File: src/rtl/fss_pkg.sv
package fss_pkg;
    typedef enum logic [2:0] {
        S_IDLE      = 3'd0,
        S_FETCH     = 3'd1,
        S_HOLD      = 3'd2,
        S_RUN_FETCH = 3'd3,
        S_RUN       = 3'd4
    } fss_state_e;

    function automatic logic is_running(input fss_state_e s);
        return (s == S_RUN) || (s == S_RUN_FETCH);
    endfunction

    function automatic logic is_fetching(input fss_state_e s);
        return (s == S_FETCH) || (s == S_RUN_FETCH);
    endfunction
endpackage

File: src/rtl/fss_ready.sv
module fss_ready #(
    parameter int CF_DEPTH   = 8,
    parameter int TX_DEPTH   = 16,
    parameter int TX_PRELOAD = 4,
    localparam int CFL_W = $clog2(CF_DEPTH + 1),
    localparam int TXL_W = $clog2(TX_DEPTH + 1)
) (
    input  logic             preload_mode,
    input  logic             cf_empty,
    input  logic [CFL_W-1:0] cf_level,
    input  logic             tx_needed,
    input  logic [TXL_W-1:0] tx_level,
    output logic             go_open,
    output logic             go_closed
);
    localparam logic [CFL_W-1:0] CF_FULL_LVL = CFL_W'(CF_DEPTH);
    localparam logic [TXL_W-1:0] TX_PRE_LVL  = TXL_W'(TX_PRELOAD);

    logic cf_full;
    logic tx_ok;

    always_comb begin
        cf_full = (cf_level >= CF_FULL_LVL);
        tx_ok   = !tx_needed || (tx_level >= TX_PRE_LVL);
        if (preload_mode) begin
            go_open   = cf_full;
            go_closed = tx_ok;
        end else begin
            go_open   = !cf_empty;
            go_closed = !cf_empty;
        end
    end
endmodule

File: src/rtl/fss_ctrl.sv
module fss_ctrl
    import fss_pkg::*;
(
    input  logic clk,
    input  logic rst_n,
    input  logic sw_trigger,
    input  logic cw_wr,
    input  logic cw_last,
    input  logic cf_empty,
    input  logic cf_flush,
    input  logic frame_done,
    input  logic go_open,
    input  logic go_closed,
    output logic cw_req,
    output logic frame_start
);
    fss_state_e st_q, st_d;

    always_comb begin
        st_d = st_q;
        unique case (st_q)
            S_IDLE: begin
                if (cf_flush)                st_d = S_IDLE;
                else if (cw_wr && cf_empty)  st_d = cw_last ? S_HOLD : S_FETCH;
                else if (sw_trigger)         st_d = S_FETCH;
            end
            S_FETCH: begin
                if (cf_flush)                st_d = S_IDLE;
                else if (cw_wr && cw_last)   st_d = go_closed ? S_RUN : S_HOLD;
                else if (go_open)            st_d = S_RUN_FETCH;
            end
            S_HOLD: begin
                if (cf_flush)                st_d = S_IDLE;
                else if (go_closed)          st_d = S_RUN;
            end
            S_RUN_FETCH: begin
                if (frame_done)              st_d = S_IDLE;
                else if (cf_flush)           st_d = S_RUN;
                else if (cw_wr && cw_last)   st_d = S_RUN;
            end
            S_RUN: begin
                if (frame_done)              st_d = S_IDLE;
            end
            default:                         st_d = S_IDLE;
        endcase
    end

    always_ff @(posedge clk or negedge rst_n) begin
        if (!rst_n) st_q <= S_IDLE;
        else        st_q <= st_d;
    end

    always_ff @(posedge clk or negedge rst_n) begin
        if (!rst_n) begin
            cw_req      <= 1'b0;
            frame_start <= 1'b0;
        end else begin
            cw_req      <= is_fetching(st_d);
            frame_start <= is_running(st_d) && !is_running(st_q);
        end
    end

    logic chk_busy;
    always_ff @(posedge clk or negedge rst_n) begin
        if (!rst_n)           chk_busy <= 1'b0;
        else if (frame_done)  chk_busy <= 1'b0;
        else if (frame_start) chk_busy <= 1'b1;
    end


    start_pulse_chk: assert property (@(posedge clk) disable iff (!rst_n)
        frame_start |=> !frame_start);


    no_restart_chk: assert property (@(posedge clk) disable iff (!rst_n)
        frame_start |-> !chk_busy);


    flush_drops_req_chk: assert property (@(posedge clk) disable iff (!rst_n)
        cf_flush |=> !cw_req);


    trigger_req_chk: assert property (@(posedge clk) disable iff (!rst_n)
        (st_q == S_IDLE && sw_trigger && !cf_flush && !cw_wr) |=> (cw_req && !frame_start));


    preload_hold_chk: assert property (@(posedge clk) disable iff (!rst_n)
        (st_q == S_HOLD && !go_closed && !cf_flush) |=> !frame_start);


    end_tag_chk: assert property (@(posedge clk) disable iff (!rst_n)
        (cw_req && cw_wr && cw_last) |=> !cw_req);
endmodule

File: src/rtl/frame_start_seq.sv
module frame_start_seq #(
    parameter int CF_DEPTH   = 8,
    parameter int TX_DEPTH   = 16,
    parameter int TX_PRELOAD = 4,
    localparam int CFL_W = $clog2(CF_DEPTH + 1),
    localparam int TXL_W = $clog2(TX_DEPTH + 1)
) (
    input  logic             clk,
    input  logic             rst_n,
    input  logic             sw_trigger,
    input  logic             cw_wr,
    input  logic             cw_last,
    input  logic             cf_empty,
    input  logic [CFL_W-1:0] cf_level,
    input  logic             preload_mode,
    input  logic             tx_needed,
    input  logic [TXL_W-1:0] tx_level,
    input  logic             cf_flush,
    input  logic             frame_done,
    output logic             cw_req,
    output logic             frame_start
);
    logic go_open;
    logic go_closed;

    fss_ready #(
        .CF_DEPTH  (CF_DEPTH),
        .TX_DEPTH  (TX_DEPTH),
        .TX_PRELOAD(TX_PRELOAD)
    ) u_ready (
        .preload_mode(preload_mode),
        .cf_empty    (cf_empty),
        .cf_level    (cf_level),
        .tx_needed   (tx_needed),
        .tx_level    (tx_level),
        .go_open     (go_open),
        .go_closed   (go_closed)
    );

    fss_ctrl u_ctrl (
        .clk        (clk),
        .rst_n      (rst_n),
        .sw_trigger (sw_trigger),
        .cw_wr      (cw_wr),
        .cw_last    (cw_last),
        .cf_empty   (cf_empty),
        .cf_flush   (cf_flush),
        .frame_done (frame_done),
        .go_open    (go_open),
        .go_closed  (go_closed),
        .cw_req     (cw_req),
        .frame_start(frame_start)
    );
endmodule

File: config.mk
export PLATFORM = sky130hd
export DESIGN_NAME = frame_start_seq
export DESIGN_NICKNAME = d
export VERILOG_FILES = /design/src/rtl/fss_pkg.sv /design/src/rtl/fss_ready.sv /design/src/rtl/fss_ctrl.sv /design/src/rtl/frame_start_seq.sv
export SDC_FILE = /design/constraint.sdc
export NUM_CORES = 1
export LEC_CHECK = 0
export BUFFER_PORTS_ARGS = -buffer_cell sky130_fd_sc_hd__buf_4
export CAP_MARGIN = 40
export CORE_AREA = 2 2 39 41
export DETAILED_ROUTE_END_ITERATION = 7
export DIE_AREA = 0 0 41 43
export GPL_ROUTABILITY_DRIVEN = 0
export PLACE_DENSITY = 0.56
export SYNTH_ARGS = -nofsm -noshare
export SYNTH_HDL_FRONTEND = slang
export SYNTH_SLANG_ARGS = --single-unit
File: constraint.sdc
create_clock -name clk -period 2.6 [get_ports clk]
set_input_delay 0.26 -clock clk [delete_from_list [all_inputs] [get_ports clk]]
set_output_delay 0.26 -clock clk [all_outputs]
set_load 0.05 [all_outputs]
==> results of run 1 <==
==> placed cells by master (no fill, tap or decap) <==
cell type	instances
a21oi_1	1
clkbuf_4	3
nand4b_1	1
buf_4	15
clkbuf_1	1
a211oi_2	1
inv_1	2
nor2b_1	2
a211oi_1	2
a32o_1	1
nand3b_1	1
nand2_1	2
nand3_1	1
o211ai_1	2
nor3_1	3
a22o_1	1
dlygate4sd3_1	1
nor3_2	1
or4b_1	1
or2b_1	1
nand4_1	1
a21boi_1	1
dfrtp_1	5
a222oi_1	1
o21ai_1	2
a31oi_1	1
nor2_1	2
and2_1	2
or3b_1	1
==> sequential cells by signal (all words and copies together) (netlist names) <==
signal and flops:
u_ctrl.st_q 3, u_ctrl.cw_req 1, u_ctrl.frame_start 1
==> power by group through the flow <==
| stage | clock [mW] | sequential, mW | combinational, mW |
|---|---|---|---|
| 2_1_floorplan | 0 | 0.114 | 0.0416 |
| 3_3_place_gp | 0 | 0.101 | 0.0896 |
| 3_5_place_dp | 0 | 0.101 | 0.0897 |
| 4_1_cts | 0.0939 | 0.100 | 0.0910 |
| 5_1_grt | 0.0959 | 0.102 | 0.0994 |
| 6_report | 0.0907 | 0.0998 | 0.0903 |
==> cell families after synthesis <==
family | after synthesis
compound gates | 13
buf+inv | 3
flops | 5
simple gates | 19
==> final cells by class <==
| type | count | area share, % |
|---|---|---|
| inverter | 2 | 1.44 |
| sequential | 5 | 24.0 |
| timing repair buffer | 16 | 23.6 |
| multi-input combinational | 32 | 42.1 |
| tap | 16 | 3.85 |
| clock buffer | 4 | 5.05 |
==> final timing paths <==
check,cells after the start,slack (ns),startpoint,endpoint
max in group asynchronous,2,2.14,rst_n,u_ctrl.st_q[1]
hold / removal,3,0.27,tx_needed,u_ctrl.st_q[1]
hold reg to reg,2,0.67,u_ctrl.st_q[2],u_ctrl.cw_req
setup / recovery,4,1.11,u_ctrl.st_q[1],u_ctrl.frame_start
min in group asynchronous,2,0.35,rst_n,u_ctrl.cw_req
setup reg to reg,4,1.11,u_ctrl.st_q[1],u_ctrl.frame_start
==> metal layers <==
metal  GRT usage, %  part of all wire (%)  up-vias
li1               -                     -      194
met2           14.7                    42       16
met4           8.00                   3.3        0
met1           17.4                    46      166
met5              0                     0        -
met3           4.71                   8.1        4
==> critical path, cell delays in order (launching register included) <==
cell and delay [ns]:
dfrtp_1 0.43, or4b_1 0.55, nor3_2 0.11, o21ai_1 0.12
a211oi_2 0.18
==> stage by stage <==
stage / hold WS [ns] / area, sq um / util [%]
global placement: 0.0629 / 484 / 35.0
CTS: 0.264 / 520 / 37.6
floorplan: -0.0356 / 359 / -
detailed placement: 0.0659 / 484 / 35.0
finish: 0.270 / 520 / 37.6
global route: 0.290 / 520 / 37.6
==> results_dict.tcl, run 1 <==
set metrics [dict create \
    status "complete, no violations" \
    post_cts_buffers 0 \
    cap_violations 0 \
    core-area_sq_um 1380 \
    synthFlopType "dfrtp_1" \
    combPwrFrac_pct 32.2 \
    synth_common_cells "5 x dfrtp_1, 3 x nor3_1" \
    clkPwrFrac_pct 32.3 \
    insertion_delay_ns 0.25 \
    skew_ns 0.00426 \
    ir_worst_vdd_v 0.000165 \
    ant_nets 0 \
    swShare_pct 32.8 \
    synth.top_cell.area_share_pct 34.8 \
    setup_viol 0 \
    synth_edf_count 0 \
    fp-row-count 14 \
    die_x_um 41 \
    dpl.hpwl_um 703 \
    cts.repair.resized 0 \
    yosys.area_share.simple_pct 33.1 \
    start_kind "register" \
    syn_to_final_growth_pct 44.9 \
    multiInputGateArea_sq_um 219 \
    final_cells 75 \
    tritoncts "done" \
    synth.most_common_cell "dfrtp_1" \
    max-slew-margin-rel_pct 77.9 \
    ys_warn_count 0 \
    finalCriticalPeriod_ns 1.49 \
    synthCells 40 \
    synth_seq_cells 5 \
    synth_top_family_by_area "simple AND/OR/NAND/NOR gates" \
    fin_nets 79 \
    cts_made_buffers 3 \
    ios 21 \
    required_ns 2.76 \
    synth_fa_ha_area_share_pct 0 \
    yosysTopAreaCell "dfrtp_1" \
    drv_slew 0 \
    grt_pass1_vias 318 \
    async_reset_ff_share_pct 100 \
    dp.cells 70 \
    antenna_cells 0 \
    fin_crit_sh_pct 57.1 \
    cts_root_buf "clkbuf_4" \
    rsz0062_at_grt "no" \
    worst-setup-path-type "reg -> reg" \
    syn_area_per_cell_sq_um 8.98 \
    fmax_ghz 0.673 \
    worst_ep_arrival_time_ns 1.64 \
    track_usage_pct 12.2 \
    drcViolationCount 0 \
    syn-num-nets 59 \
    grt.overflow.total 0 \
    hold_viol_final 0 \
    synthMuxAreaShare_pct 0 \
    grt_pass1_wl_um 1430 \
    antenna_found_initial 0 \
    postLayoutSetupSlackWorst_ns 1.11 \
    synth_compound_gate_area_share_pct 27.9 \
    path_clk_slew_ns 0.04 \
    synth_cell_types 26 \
    post-place-ws_ns 1.11 \
    leakage_nw 0.230 \
    drt_iter0_drc 14 \
    p_sw_mw 0.0922 \
    fin_tns_setup_ns 0 \
    grt_max_degree 10 \
    place.port_buffers 15 \
    h-tree-depth 1 \
    p_int_mw 0.189 \
    seqCellArea_sq_um 125 \
    fp.dieH_um 43 \
    routed_wl_um 869 \
    finalPower_mw 0.281 \
    n_fill_cell 149 \
    vias 380 \
    crit_path_end_kind "register" \
    hold_path_class "in -> reg" \
    firstDrtPassIters 4 \
    avgRoutedWirePerCell_um 11.6 \
    drive_gt1_share_pct 33.9 \
    pwr_density_cell_nw_per_um2 539 \
    ys_top_cells_by_area "dfrtp_1 35%, nor3_1 4.2%, a211oi_1 4.2%" \
    seq_area_frac_synth_pct 34.8 \
    viasPerCell 5.07 \
    worstPathMaxFanout 7 \
    worst_slew_pin_slew_ns 0.331 \
    die_area_sq_um 1760 \
    holdBufCountCts 1 \
    clockBufferDepth 2 \
    synth_area_sq_um 359 \
    pwr-share-seq_pct 35.5 \
    cts_sinks 5 \
    synth_xor_area_share_pct 0 \
    start_util_pct 25.9 \
]
(Power assumes the default switching activity.)
==> run 2, diff against run 1 <==
--- a/config.mk
+++ b/config.mk
@@ -5,13 +5,14 @@
 export SDC_FILE = /design/constraint.sdc
 export NUM_CORES = 1
 export LEC_CHECK = 0
+export ABC_AREA = 1
 export BUFFER_PORTS_ARGS = -buffer_cell sky130_fd_sc_hd__buf_4
 export CAP_MARGIN = 40
 export CORE_AREA = 2 2 39 41
 export DETAILED_ROUTE_END_ITERATION = 7
 export DIE_AREA = 0 0 41 43
 export GPL_ROUTABILITY_DRIVEN = 0
-export PLACE_DENSITY = 0.56
+export PLACE_DENSITY = 0.6
 export SYNTH_ARGS = -nofsm -noshare
 export SYNTH_HDL_FRONTEND = slang
 export SYNTH_SLANG_ARGS = --single-unit
==> constraint.sdc (replaced) <==
create_clock -name clk -period 1.4 [get_ports clk]
set_input_delay 0.14 -clock clk [delete_from_list [all_inputs] [get_ports clk]]
set_output_delay 0.14 -clock clk [all_outputs]
set_load 0.05 [all_outputs]
==> results_dict.tcl, run 2 <==
set metrics [dict create \
    status "complete, no violations" \
    ant_nets 0 \
    largest_register_ff_count 3 \
    crit_path_end_kind "register" \
    fp.dieH_um 43 \
    tritoncts "done" \
    dp.cells 98 \
    drcViolationCount 0 \
    post_cts_buffers 0 \
    leakage_nw 0.333 \
    pwr_density_cell_nw_per_um2 1430 \
    final_cell_mix "25 x nand2_1, 15 x buf_4, 8 x inv_1, 6 x nor2_1" \
    grt_max_degree 7 \
    drt_iter0_drc 6 \
    synth_edf_count 0 \
    synth.top_cell.area_share_pct 30.4 \
    syn-num-nets 86 \
    start_util_pct 29.7 \
    fin_tns_setup_ns 0 \
    synthFlopType "dfrtp_1" \
    cts_made_buffers 3 \
    synth.most_common_cell "nand2_1" \
    worst_ep_arrival_time_ns 1.40 \
    worstPathMaxFanout 4 \
    n_fill_cell 150 \
    firstDrtPassIters 4 \
    avgRoutedWirePerCell_um 8.67 \
    worst-setup-path-type "reg -> reg" \
    place.port_buffers 15 \
    ys_warn_count 0 \
    seq_area_frac_synth_pct 30.4 \
    syn_to_final_growth_pct 41.0 \
    cap_violations 0 \
    synthCells 67 \
    hold_viol_final 0 \
    worst_slew_pin_slew_ns 0.193 \
    cts.repair.resized 0 \
    antenna_found_initial 0 \
    fin_nets 107 \
    insertion_delay_ns 0.24 \
    drive_gt1_share_pct 32.2 \
    syn_area_per_cell_sq_um 6.14 \
    viasPerCell 4.34 \
    multiInputGateArea_sq_um 245 \
    antenna_cells 0 \
    yosysTopAreaCell "dfrtp_1" \
    core-area_sq_um 1380 \
    synth_common_cells "25 x nand2_1, 8 x inv_1, 6 x nor2_1" \
    fin_crit_sh_pct 90.6 \
    vias 447 \
    synth_seq_cells 5 \
    max-slew-margin-rel_pct 87.0 \
    die_area_sq_um 1760 \
    cts_root_buf "clkbuf_4" \
    hold_path_class "in -> reg" \
    ir_worst_vdd_v 0.000985 \
    clockBufferDepth 2 \
    start_kind "register" \
    path_clk_slew_ns 0.04 \
    fmax_ghz 0.789 \
    ios 21 \
    synth_cell_types 18 \
    holdBufCountCts 1 \
    required_ns 1.53 \
    drv_slew 0 \
    async_reset_ff_share_pct 100 \
    routed_wl_um 893 \
    h-tree-depth 1 \
    track_usage_pct 12.9 \
    final_common_cell "nand2_1" \
    grt_pass1_vias 423 \
    finalCriticalPeriod_ns 1.27 \
    top_register "u_ctrl.st_q" \
    skew_ns 0.00321 \
    die_x_um 41 \
    seqCellArea_sq_um 125 \
    ys_top_cells_by_area "dfrtp_1 30%, nand2_1 23%, inv_1 7.3%" \
    grt.overflow.total 0 \
    final_cells 103 \
    cts_sinks 5 \
    dpl.hpwl_um 745 \
    grt_pass1_wl_um 1580 \
    setup_viol 0 \
    synth_area_sq_um 412 \
    rsz0062_at_grt "no" \
    top_regs "u_ctrl.st_q: 3 flops, u_ctrl.cw_req: 1 flops, u_ctrl.frame_start: 1 flops" \
    fp-row-count 14 \
]
-- run 2: kinds of logic after synthesis --
logic type | count (synthesis) | share of synthesized area [%]
AO/OA/AOI/OAI | 2 | 2.43
buffers and inverters | 11 | 10.0
flip-flops | 5 | 30.4
AND/OR/NAND/NOR | 49 | 57.1
-- run 2: worst paths after layout --
check                               startpoint  slack, ns                  to  cells past startpoint
worst max-delay path            u_ctrl.st_q[0]       0.13  u_ctrl.frame_start                      8
max in group asynchronous                rst_n       1.06  u_ctrl.frame_start                      2
worst min-delay path                  cf_flush       0.21      u_ctrl.st_q[2]                      4
worst min register to register  u_ctrl.st_q[1]       0.68      u_ctrl.st_q[2]                      3
worst max register to register  u_ctrl.st_q[0]       0.13  u_ctrl.frame_start                      8
min in group asynchronous                rst_n       0.23       u_ctrl.cw_req                      2
-- run 2: layout make-up --
class | instances | share of cell area [%]
multi-input combinational | 51 | 42.2
sequential | 5 | 21.6
timing repair buffer | 16 | 21.1
inverter | 11 | 7.11
clock buffer | 4 | 4.53
tap | 16 | 3.45
-- run 2: worst max-delay path, stage by stage, from the launching register on --
cell     delay [ns]
dfrtp_1        0.39
inv_1          0.11
nand2_1        0.07
nor2_1         0.16
nand3_2        0.13
nand2_4        0.09
nand3_1        0.07
nand2_1        0.09
nor2_2         0.04
-- run 2: through the flow --
| step | instance area [sq um] | utilization, % | worst slack [ns] | hold WS [ns] | total power, mW |
|---|---|---|---|---|---|
| after CTS | 581 | 42.0 | 0.129 | 0.210 | 0.842 |
| after floorplan | 412 | - | 0.274 | -0.156 | 0.546 |
| after global placement | 544 | 39.3 | 0.157 | -0.0576 | 0.662 |
| after global routing | 581 | 42.0 | 0.0122 | 0.235 | 0.903 |
| after detailed placement | 544 | 39.3 | 0.139 | -0.0557 | 0.667 |
| final | 581 | 42.0 | 0.132 | 0.214 | 0.829 |
-- run 2: power by group --
part / leakage [nW] / total, mW / internal [mW] / switching, mW
sequential: 0.0659 / 0.241 / 0.198 / 0.0428
clock: 0.0150 / 0.165 / 0.108 / 0.0576
combinational: 0.253 / 0.423 / 0.152 / 0.271
total: 0.333 / 0.829 / 0.457 / 0.372
-- run 2: layer usage --
metal	track usage [%]	wire length, um
met2	20.6	440
met5	0	0
met3	4.71	19
met1	16.4	433
met4	2.00	0
